$ cat config.mk
export PLATFORM = sky130hd
export DESIGN_NAME = core_pwr_seq
export DESIGN_NICKNAME = d
export VERILOG_FILES = /design/src/rtl/cps_pkg.sv /design/src/rtl/cps_timer.sv /design/src/rtl/cps_gate.sv /design/src/rtl/cps_bank.sv /design/src/rtl/cps_fsm.sv /design/src/rtl/core_pwr_seq.sv
export SDC_FILE = /design/constraint.sdc
export NUM_CORES = 1
export LEC_CHECK = 0
export BUFFER_PORTS_ARGS = -buffer_cell sky130_fd_sc_hd__buf_2
export CAP_MARGIN = 20
export CORE_ASPECT_RATIO = 0.9
export CORE_MARGIN = 2
export CORE_UTILIZATION = 40
export DETAILED_ROUTE_END_ITERATION = 12
export GPL_TIMING_DRIVEN = 0
export MAX_ROUTING_LAYER = met4
export PLACE_DENSITY_LB_ADDON = 0.05
export SYNTH_ARGS = -nofsm -noshare
export SYNTH_HDL_FRONTEND = slang
export SYNTH_SLANG_ARGS = --single-unit
$ cat constraint.sdc
create_clock -name clk -period 1.9 [get_ports clk]
set_input_delay 0.19 -clock clk [delete_from_list [all_inputs] [get_ports clk]]
set_output_delay 0.19 -clock clk [all_outputs]
set_load 0.01 [all_outputs]
$ cat src/rtl/cps_pkg.sv
package cps_pkg;

    localparam int          CTL_W       = 7;
    localparam logic [15:0] UNLOCK_KEY  = 16'h0B16;
    localparam int          PG_TOP      = 13;
    localparam int          IDLE_BASE   = 16;

    // bit positions inside the 8-bit per-core word (bit 7 = L1 request)
    localparam logic [2:0] B_RSTN      = 3'd0;
    localparam logic [2:0] B_ISO       = 3'd1;
    localparam logic [2:0] B_SW1       = 3'd2;
    localparam logic [2:0] B_SW2       = 3'd3;
    localparam logic [2:0] B_CLKOFF    = 3'd4;
    localparam logic [2:0] B_CKISO     = 3'd5;
    localparam logic [2:0] B_SRAMISO_N = 3'd6;
    localparam logic [2:0] B_L1REQ     = 3'd7;

    localparam logic [7:0] WORD_ON  = 8'h4D;
    localparam logic [7:0] WORD_OFF = 8'hB2;

    typedef enum logic [4:0] {
        S_IDLE, S_IDLE_WAIT,
        U_SW1, U_DLY_A, U_SW2, U_PG_ON, U_ISO, U_L1, U_L1_ACK, U_DLY_B,
        U_SRAM, U_CKISO, U_CLKON, U_RST,
        D_ISO, D_CKISO, D_SRAM, D_L1, D_L1_ACK, D_RST, D_CLKOFF,
        D_SW1, D_SW2, D_PG_OFF
    } seq_state_t;

endpackage

$ cat src/rtl/cps_timer.sv
module cps_timer #(
    parameter int CYCLES = 250
) (
    input  logic clk,
    input  logic rst_n,
    input  logic start,
    output logic expired
);
    localparam int CW = $clog2(CYCLES + 1);

    logic [CW-1:0] cnt;

    always_ff @(posedge clk or negedge rst_n) begin
        if (!rst_n)
            cnt <= '0;
        else if (start)
            cnt <= CW'(CYCLES);
        else if (cnt != '0)
            cnt <= cnt - 1'b1;
    end

    assign expired = (cnt == '0);
endmodule

$ cat src/rtl/cps_gate.sv
module cps_gate (
    input  logic        clk,
    input  logic        rst_n,
    input  logic        unlock_valid,
    input  logic [31:0] unlock_word,
    input  logic        cmd_valid,
    input  logic        seq_busy,
    output logic        accept,
    output logic        err
);
    import cps_pkg::*;

    logic armed;
    logic key_ok;
    logic unused_word;

    assign key_ok      = unlock_valid && (unlock_word[31:16] == UNLOCK_KEY) && unlock_word[0];
    assign accept      = cmd_valid && armed && !seq_busy;
    assign unused_word = ^unlock_word[15:1];

    always_ff @(posedge clk or negedge rst_n) begin
        if (!rst_n) begin
            armed <= 1'b0;
            err   <= 1'b0;
        end else begin
            if (key_ok)
                armed <= 1'b1;
            else if (accept)
                armed <= 1'b0;
            err <= cmd_valid && !accept;
        end
    end
endmodule

$ cat src/rtl/cps_bank.sv
module cps_bank #(
    parameter int NCORE = 4,
    parameter int CI_W  = 2
) (
    input  logic                      clk,
    input  logic                      rst_n,
    input  logic                      op_en,
    input  logic [CI_W-1:0]           op_core,
    input  logic [2:0]                op_bit,
    input  logic                      op_val,
    output logic [NCORE*cps_pkg::CTL_W-1:0] ctl,
    output logic [NCORE-1:0]          l1req
);
    import cps_pkg::*;

    for (genvar g = 0; g < NCORE; g++) begin : g_core
        logic [7:0] word;

        always_ff @(posedge clk or negedge rst_n) begin
            if (!rst_n)
                word <= (g == 0) ? WORD_ON : WORD_OFF;
            else if (op_en && (op_core == CI_W'(g)))
                word[op_bit] <= op_val;
        end

        assign ctl[g*CTL_W +: CTL_W] = word[CTL_W-1:0];
        assign l1req[g]              = word[7];
    end
endmodule

$ cat src/rtl/cps_fsm.sv
module cps_fsm #(
    parameter int NCORE = 4,
    parameter int CI_W  = 2
) (
    input  logic             clk,
    input  logic             rst_n,
    input  logic             accept,
    input  logic [CI_W-1:0]  cmd_core,
    input  logic             cmd_on,
    input  logic             cmd_wait,
    input  logic [31:0]      pg_a,
    input  logic [31:0]      pg_b,
    input  logic [31:0]      idle_st,
    input  logic [NCORE-1:0] l1_ack,
    input  logic             tmr_exp,
    output logic             tmr_start,
    output logic             op_en,
    output logic [CI_W-1:0]  op_core,
    output logic [2:0]       op_bit,
    output logic             op_val,
    output logic             busy,
    output logic             done
);
    import cps_pkg::*;

    seq_state_t      state, nxt;
    logic [CI_W-1:0] cur_core;
    logic [4:0]      pg_idx, idle_idx;
    logic            pg_on, pg_off, idle_ok, ack;

    assign pg_idx   = 5'(PG_TOP) - 5'(cur_core);
    assign idle_idx = 5'(IDLE_BASE) + 5'(cur_core);
    assign pg_on    = pg_a[pg_idx] && pg_b[pg_idx];
    assign pg_off   = !pg_a[pg_idx] && !pg_b[pg_idx];
    assign idle_ok  = idle_st[idle_idx];
    assign ack      = l1_ack[cur_core];

    always_ff @(posedge clk or negedge rst_n) begin
        if (!rst_n) begin
            state    <= S_IDLE;
            cur_core <= '0;
            done     <= 1'b0;
        end else begin
            state <= nxt;
            if (state == S_IDLE && accept)
                cur_core <= cmd_core;
            done <= (state == U_RST) || (state == D_PG_OFF && pg_off);
        end
    end

    always_comb begin
        nxt = state;
        unique case (state)
            S_IDLE:      if (accept) nxt = cmd_on ? U_SW1 : (cmd_wait ? S_IDLE_WAIT : D_ISO);
            S_IDLE_WAIT: if (idle_ok) nxt = D_ISO;
            U_SW1:       nxt = U_DLY_A;
            U_DLY_A:     if (tmr_exp) nxt = U_SW2;
            U_SW2:       nxt = U_PG_ON;
            U_PG_ON:     if (pg_on) nxt = U_ISO;
            U_ISO:       nxt = U_L1;
            U_L1:        nxt = U_L1_ACK;
            U_L1_ACK:    if (!ack) nxt = U_DLY_B;
            U_DLY_B:     if (tmr_exp) nxt = U_SRAM;
            U_SRAM:      nxt = U_CKISO;
            U_CKISO:     nxt = U_CLKON;
            U_CLKON:     nxt = U_RST;
            U_RST:       nxt = S_IDLE;
            D_ISO:       nxt = D_CKISO;
            D_CKISO:     nxt = D_SRAM;
            D_SRAM:      nxt = D_L1;
            D_L1:        nxt = D_L1_ACK;
            D_L1_ACK:    if (ack) nxt = D_RST;
            D_RST:       nxt = D_CLKOFF;
            D_CLKOFF:    nxt = D_SW1;
            D_SW1:       nxt = D_SW2;
            D_SW2:       nxt = D_PG_OFF;
            D_PG_OFF:    if (pg_off) nxt = S_IDLE;
            default:     nxt = S_IDLE;
        endcase
    end

    always_comb begin
        op_en     = 1'b0;
        op_bit    = B_RSTN;
        op_val    = 1'b0;
        tmr_start = 1'b0;
        unique case (state)
            U_SW1:    begin op_en = 1'b1; op_bit = B_SW1;       op_val = 1'b1; tmr_start = 1'b1; end
            U_SW2:    begin op_en = 1'b1; op_bit = B_SW2;       op_val = 1'b1; end
            U_ISO:    begin op_en = 1'b1; op_bit = B_ISO;       op_val = 1'b0; end
            U_L1:     begin op_en = 1'b1; op_bit = B_L1REQ;     op_val = 1'b0; end
            U_L1_ACK: tmr_start = !ack;
            U_SRAM:   begin op_en = 1'b1; op_bit = B_SRAMISO_N; op_val = 1'b1; end
            U_CKISO:  begin op_en = 1'b1; op_bit = B_CKISO;     op_val = 1'b0; end
            U_CLKON:  begin op_en = 1'b1; op_bit = B_CLKOFF;    op_val = 1'b0; end
            U_RST:    begin op_en = 1'b1; op_bit = B_RSTN;      op_val = 1'b1; end
            D_ISO:    begin op_en = 1'b1; op_bit = B_ISO;       op_val = 1'b1; end
            D_CKISO:  begin op_en = 1'b1; op_bit = B_CKISO;     op_val = 1'b1; end
            D_SRAM:   begin op_en = 1'b1; op_bit = B_SRAMISO_N; op_val = 1'b0; end
            D_L1:     begin op_en = 1'b1; op_bit = B_L1REQ;     op_val = 1'b1; end
            D_RST:    begin op_en = 1'b1; op_bit = B_RSTN;      op_val = 1'b0; end
            D_CLKOFF: begin op_en = 1'b1; op_bit = B_CLKOFF;    op_val = 1'b1; end
            D_SW1:    begin op_en = 1'b1; op_bit = B_SW1;       op_val = 1'b0; end
            D_SW2:    begin op_en = 1'b1; op_bit = B_SW2;       op_val = 1'b0; end
            default:  ;
        endcase
    end

    assign op_core = cur_core;
    assign busy    = (state != S_IDLE);

    assert_done_idle_R10: assert property (@(posedge clk) disable iff (!rst_n)
        done |-> !busy);
    assert_done_pulse_R10: assert property (@(posedge clk) disable iff (!rst_n)
        done |=> !done);
endmodule

$ cat src/rtl/core_pwr_seq.sv
module core_pwr_seq #(
    parameter int NCORE   = 4,
    parameter int CLK_MHZ = 250,
    localparam int CI_W   = (NCORE > 1) ? $clog2(NCORE) : 1
) (
    input  logic                 clk,
    input  logic                 rst_n,
    input  logic                 unlock_valid,
    input  logic [31:0]          unlock_word,
    input  logic                 cmd_valid,
    input  logic [CI_W-1:0]      cmd_core,
    input  logic                 cmd_on,
    input  logic                 cmd_wait_idle,
    input  logic [31:0]          pwr_stat_a,
    input  logic [31:0]          pwr_stat_b,
    input  logic [31:0]          idle_stat,
    input  logic [NCORE-1:0]     l1_ack,
    output logic [NCORE*7-1:0]   core_ctl,
    output logic [NCORE-1:0]     l1_pdn_req,
    output logic                 busy,
    output logic                 done,
    output logic                 err
);
    localparam int DLY_CYC = CLK_MHZ;

    logic            accept, tmr_start, tmr_exp, op_en, op_val;
    logic [CI_W-1:0] op_core;
    logic [2:0]      op_bit;

    cps_gate u_gate (
        .clk(clk), .rst_n(rst_n), .unlock_valid(unlock_valid), .unlock_word(unlock_word),
        .cmd_valid(cmd_valid), .seq_busy(busy), .accept(accept), .err(err)
    );

    cps_timer #(.CYCLES(DLY_CYC)) u_timer (
        .clk(clk), .rst_n(rst_n), .start(tmr_start), .expired(tmr_exp)
    );

    cps_fsm #(.NCORE(NCORE), .CI_W(CI_W)) u_fsm (
        .clk(clk), .rst_n(rst_n), .accept(accept), .cmd_core(cmd_core), .cmd_on(cmd_on),
        .cmd_wait(cmd_wait_idle), .pg_a(pwr_stat_a), .pg_b(pwr_stat_b), .idle_st(idle_stat),
        .l1_ack(l1_ack), .tmr_exp(tmr_exp), .tmr_start(tmr_start), .op_en(op_en),
        .op_core(op_core), .op_bit(op_bit), .op_val(op_val), .busy(busy), .done(done)
    );

    cps_bank #(.NCORE(NCORE), .CI_W(CI_W)) u_bank (
        .clk(clk), .rst_n(rst_n), .op_en(op_en), .op_core(op_core), .op_bit(op_bit),
        .op_val(op_val), .ctl(core_ctl), .l1req(l1_pdn_req)
    );

    assert_single_step_R9: assert property (@(posedge clk) disable iff (!rst_n)
        $countones({core_ctl, l1_pdn_req} ^ $past({core_ctl, l1_pdn_req})) <= 1);
    assert_start_needs_accept_R2: assert property (@(posedge clk) disable iff (!rst_n)
        $rose(busy) |-> $past(accept));
endmodule

==> flow_metrics.py <==
metrics = {
    "power_and_ir_drop": {
        "ir_drop_v": 0.000689,
        "switchingPower_mw": 3.89,
        "swShare": 0.420,
        "clkPwrFrac": 0.074,
        "power_frac_seq": 0.205,
        "p_leak_nw": 2.14,
        "pwr-share-comb": 0.721,
        "p_int_mw": 5.37,
        "power_density_nw_per_um2": 1940,
    },
    "layout": {
        "regArea_um2": 1270,
        "fin_nets": 562,
        "areaGrowthSynthToFinish_pct": 59.6,
        "design_area_um2": 4770,
        "num_antenna_cells": 0,
        "fillers": 512,
        "multi_input_area_um2": 2050,
        "final_cells": 514,
        "drive_gt1_frac": 0.670,
    },
    "synthesis": {
        "synth_compound_area_frac": 0.0908,
        "synth_fa_ha_area_frac": 0.00837,
        "ys_top_cells_by_area": "dfrtp_1, dfstp_2, mux2_2",
        "yosys.area.top_type": "dfrtp_1",
        "synth_top_cell_area_share": 0.285,
        "synth-edff-count": 0,
        "ys_seq_area_frac": 0.425,
        "syn_nets": 418,
        "ys.flop_type": "dfrtp_1",
        "ys_types": 59,
        "synth_most_common_cell": "dfrtp_1",
        "syn-cell-area_um2": 2990,
        "synth_mux_area_frac": 0.174,
        "synth_cells": 276,
        "synth-simple-area-share": 0.239,
        "yosysWarnings": 0,
        "ys_ff_latch": 50,
        "synth_area_per_cell_um2": 10.8,
        "yosys.area_share.xor_xnor": 0.0146,
        "synth_common_cells": "dfrtp_1, mux2_2, nand4b_1, dfstp_2, nand2_1",
        "async_reset_ff_frac": 1.00,
        "synth_top_family_by_area": "simple AND/OR/NAND/NOR gates",
    },
    "setup_path": {
        "critPathSlowestCell": "mux4_2",
        "path_depth": 6,
        "start_kind": "register",
        "end_kind": "register",
        "required_ns": 2.12,
        "crit_type": "register to register",
        "path_cells": "buf_6 > mux4_2 > nand4_1 > o211ai_2 > or3_4 > o41ai_2",
        "reg2reg_depth": 6,
        "crit_family": "simple AND/OR/NAND/NOR gates",
        "worstPathArrival_ns": 2.39,
        "slowest_delay_ns": 0.53,
        "path_max_fanout": 5,
        "crit_buf_inv": 1,
    },
    "route": {
        "drc": 0,
        "vias": 2920,
        "wl_per_cell_um": 19.6,
        "dr.pass1.iters": 4,
        "drt-initial-drc-count": 140,
        "wl_um": 10100,
        "vias_per_cell": 5.68,
        "antenna_left": 0,
    },
    "timing": {
        "layout_setup_ws_ns": -0.267,
        "drv_slew": 0,
        "rsz0062_at_grt": "yes",
        "period_minus_slack_ns": 2.17,
        "fin_setup_tns_ns": -4.41,
        "clock_skew_ns": 0.0126,
        "setup-violations-final": 37,
        "fin_crit_sh": 1.14,
        "fmax_mhz": 461,
        "maxSlewHeadroom": 0.605,
        "hold_viol_final": 0,
        "worst_pin_slew_ns": 0.593,
    },
    "floorplan": {
        "core_region_area_um2": 7150,
        "io-pin-count": 175,
        "die_h_um": 86.0,
        "rows": 29,
        "dieArea_um2": 8180,
        "start_util": 0.418,
        "dieWidth_um": 95.1,
    },
    "clock_network": {
        "cts_buffers": 5,
        "cts_tree": "built",
        "clk_pin_slew_ns": 0.11,
        "cts_buffer_depth": 2,
        "cts_root_buf": "clkbuf_8",
        "insertion_delay_ns": 0.32,
        "cts_sinks": 50,
        "cts-htree-levels": 2,
    },
    "min_path": {
        "min_path_cells": 2,
        "hold_class": "input pin to register",
    },
    "place": {
        "place_area_um2": 3530,
        "place_hpwl_um": 5720,
        "gp_congestion": 0.942,
        "dp_cells": 445,
        "port-buffer-count": 75,
    },
    "grt": {
        "grt_start_max_net_pins": 28,
        "grt_usage": 0.230,
        "grt_pass1_wl_um": 14200,
        "grt_pass1_vias": 2806,
        "antenna_found_initial": 0,
        "gr-total-overflow": 0,
    },
    "run": {
        "max-cap-violations": 0,
    },
    "status": {
        "status": "finished with violations",
        "violations": "setup timing",
    },
}
==> power by group through the flow <==
stage	clock, mW	combinational, mW	sequential [mW]
floorplan	0	2.46	1.92
CTS	0.706	4.81	1.85
finish	0.690	6.68	1.90
global placement	0	3.54	1.84
global route	0.754	7.03	1.95
detailed placement	0	3.58	1.84
==> worst reg2reg max path, stage by stage, from the launching register on <==
cell and delay (ns):
dfrtp_1 0.35, buf_6 0.13, mux4_2 0.54, nand4_1 0.11, o211ai_2 0.17, or3_4 0.45
o41ai_2 0.34
==> per-stage QoR <==
step                power, mW  hold slack (ns)  setup WS [ns]  utilization
CTS                      7.37            0.103         -0.198        0.577
global route             9.74            0.109         -0.364        0.668
detailed placement       5.42            0.232         -0.473        0.494
global placement         5.38            0.428         -0.501        0.491
finish                   9.26            0.110         -0.267        0.668
floorplan                4.38           -0.106        -0.0990            -
==> per-layer routing <==
metal  vias up  share of wire  global-route usage
met2       116           0.47               0.330
met3        30          0.051              0.0466
met1      1447           0.45               0.320
met4         0          0.026              0.0830
li1       1327              -                   -
met5         -              0                   -
==> cell families after synthesis <==
logic type | after synthesis
adder cells (fa/ha/maj) | 2
AND/OR/NAND/NOR | 106
AO/OA/AOI/OAI | 39
multiplexers | 42
flip-flops | 50
buffers and inverters | 32
XOR/XNOR | 5
==> flip-flops by register name, summed over array words and instances (netlist names) <==
name,cells
u_bank.g_core.word,32
u_fsm.state,5
u_fsm.done,1
u_timer.cnt,8
u_fsm.op_core,2
u_gate.err,1
u_gate.armed,1
==> layout make-up <==
cell class,instances,area share
inverter,8,0.00865
buffer,21,0.0438
clock buffer,6,0.0173
sequential,50,0.267
multi-input combinational,194,0.429
tap,93,0.0244
clock inverter,2,0.00262
timing repair buffer,140,0.207
==> placed cells by master, fill, tap and decap left out, types with 3 or more instances in the layout <==
cell	count
nor4_4	3
nand3_1	5
nor2_1	7
nor3_1	5
o41ai_2	3
nand2b_4	3
nand4b_1	18
nor4bb_4	4
nor2b_1	4
dfrtp_1	31
a21oi_4	3
buf_4	44
a21oi_2	4
o21ai_0	7
a21oi_1	5
dfstp_2	16
buf_6	22
clkinvlp_4	4
nand2_1	12
and4bb_2	4
mux2_2	4
inv_2	3
mux4_2	4
mux2_4	32
nor4bb_1	3
clkbuf_2	5
and3_1	3
nor2_4	4
nand4_1	10
buf_2	76
buf_8	4
clkbuf_8	6
dfrtp_2	3
buf_12	4
==> worst paths after layout <==
check                                                startpoint                                   end  slack (ns)
setup / recovery                   u_fsm.op_core[0]$_DFFE_PN0P_            u_fsm.state[1]$_DFFE_PN0P_       -0.27
hold / removal                                      cmd_core[1]          u_fsm.op_core[1]$_DFFE_PN0P_        0.11
setup reg to reg                   u_fsm.op_core[0]$_DFFE_PN0P_            u_fsm.state[1]$_DFFE_PN0P_       -0.27
hold reg to reg            u_bank.g_core[3].word[6]$_DFFE_PN0P_  u_bank.g_core[3].word[6]$_DFFE_PN0P_        0.50
max in group asynchronous                                 rst_n  u_bank.g_core[3].word[5]$_DFFE_PN1P_        0.86
min in group asynchronous                                 rst_n            u_fsm.state[1]$_DFFE_PN0P_        0.40
==> what timing repair did <==
item	CTS	global route
cloned	3	3
hold endpoints to repair	17	0
endpoints found under the setup margin	41	46
pin swaps	12	20
hold buffers	1	0
resized for setup	75	95
setup buffers	19	38
Note: power is estimated with default switching activity, not from simulation.
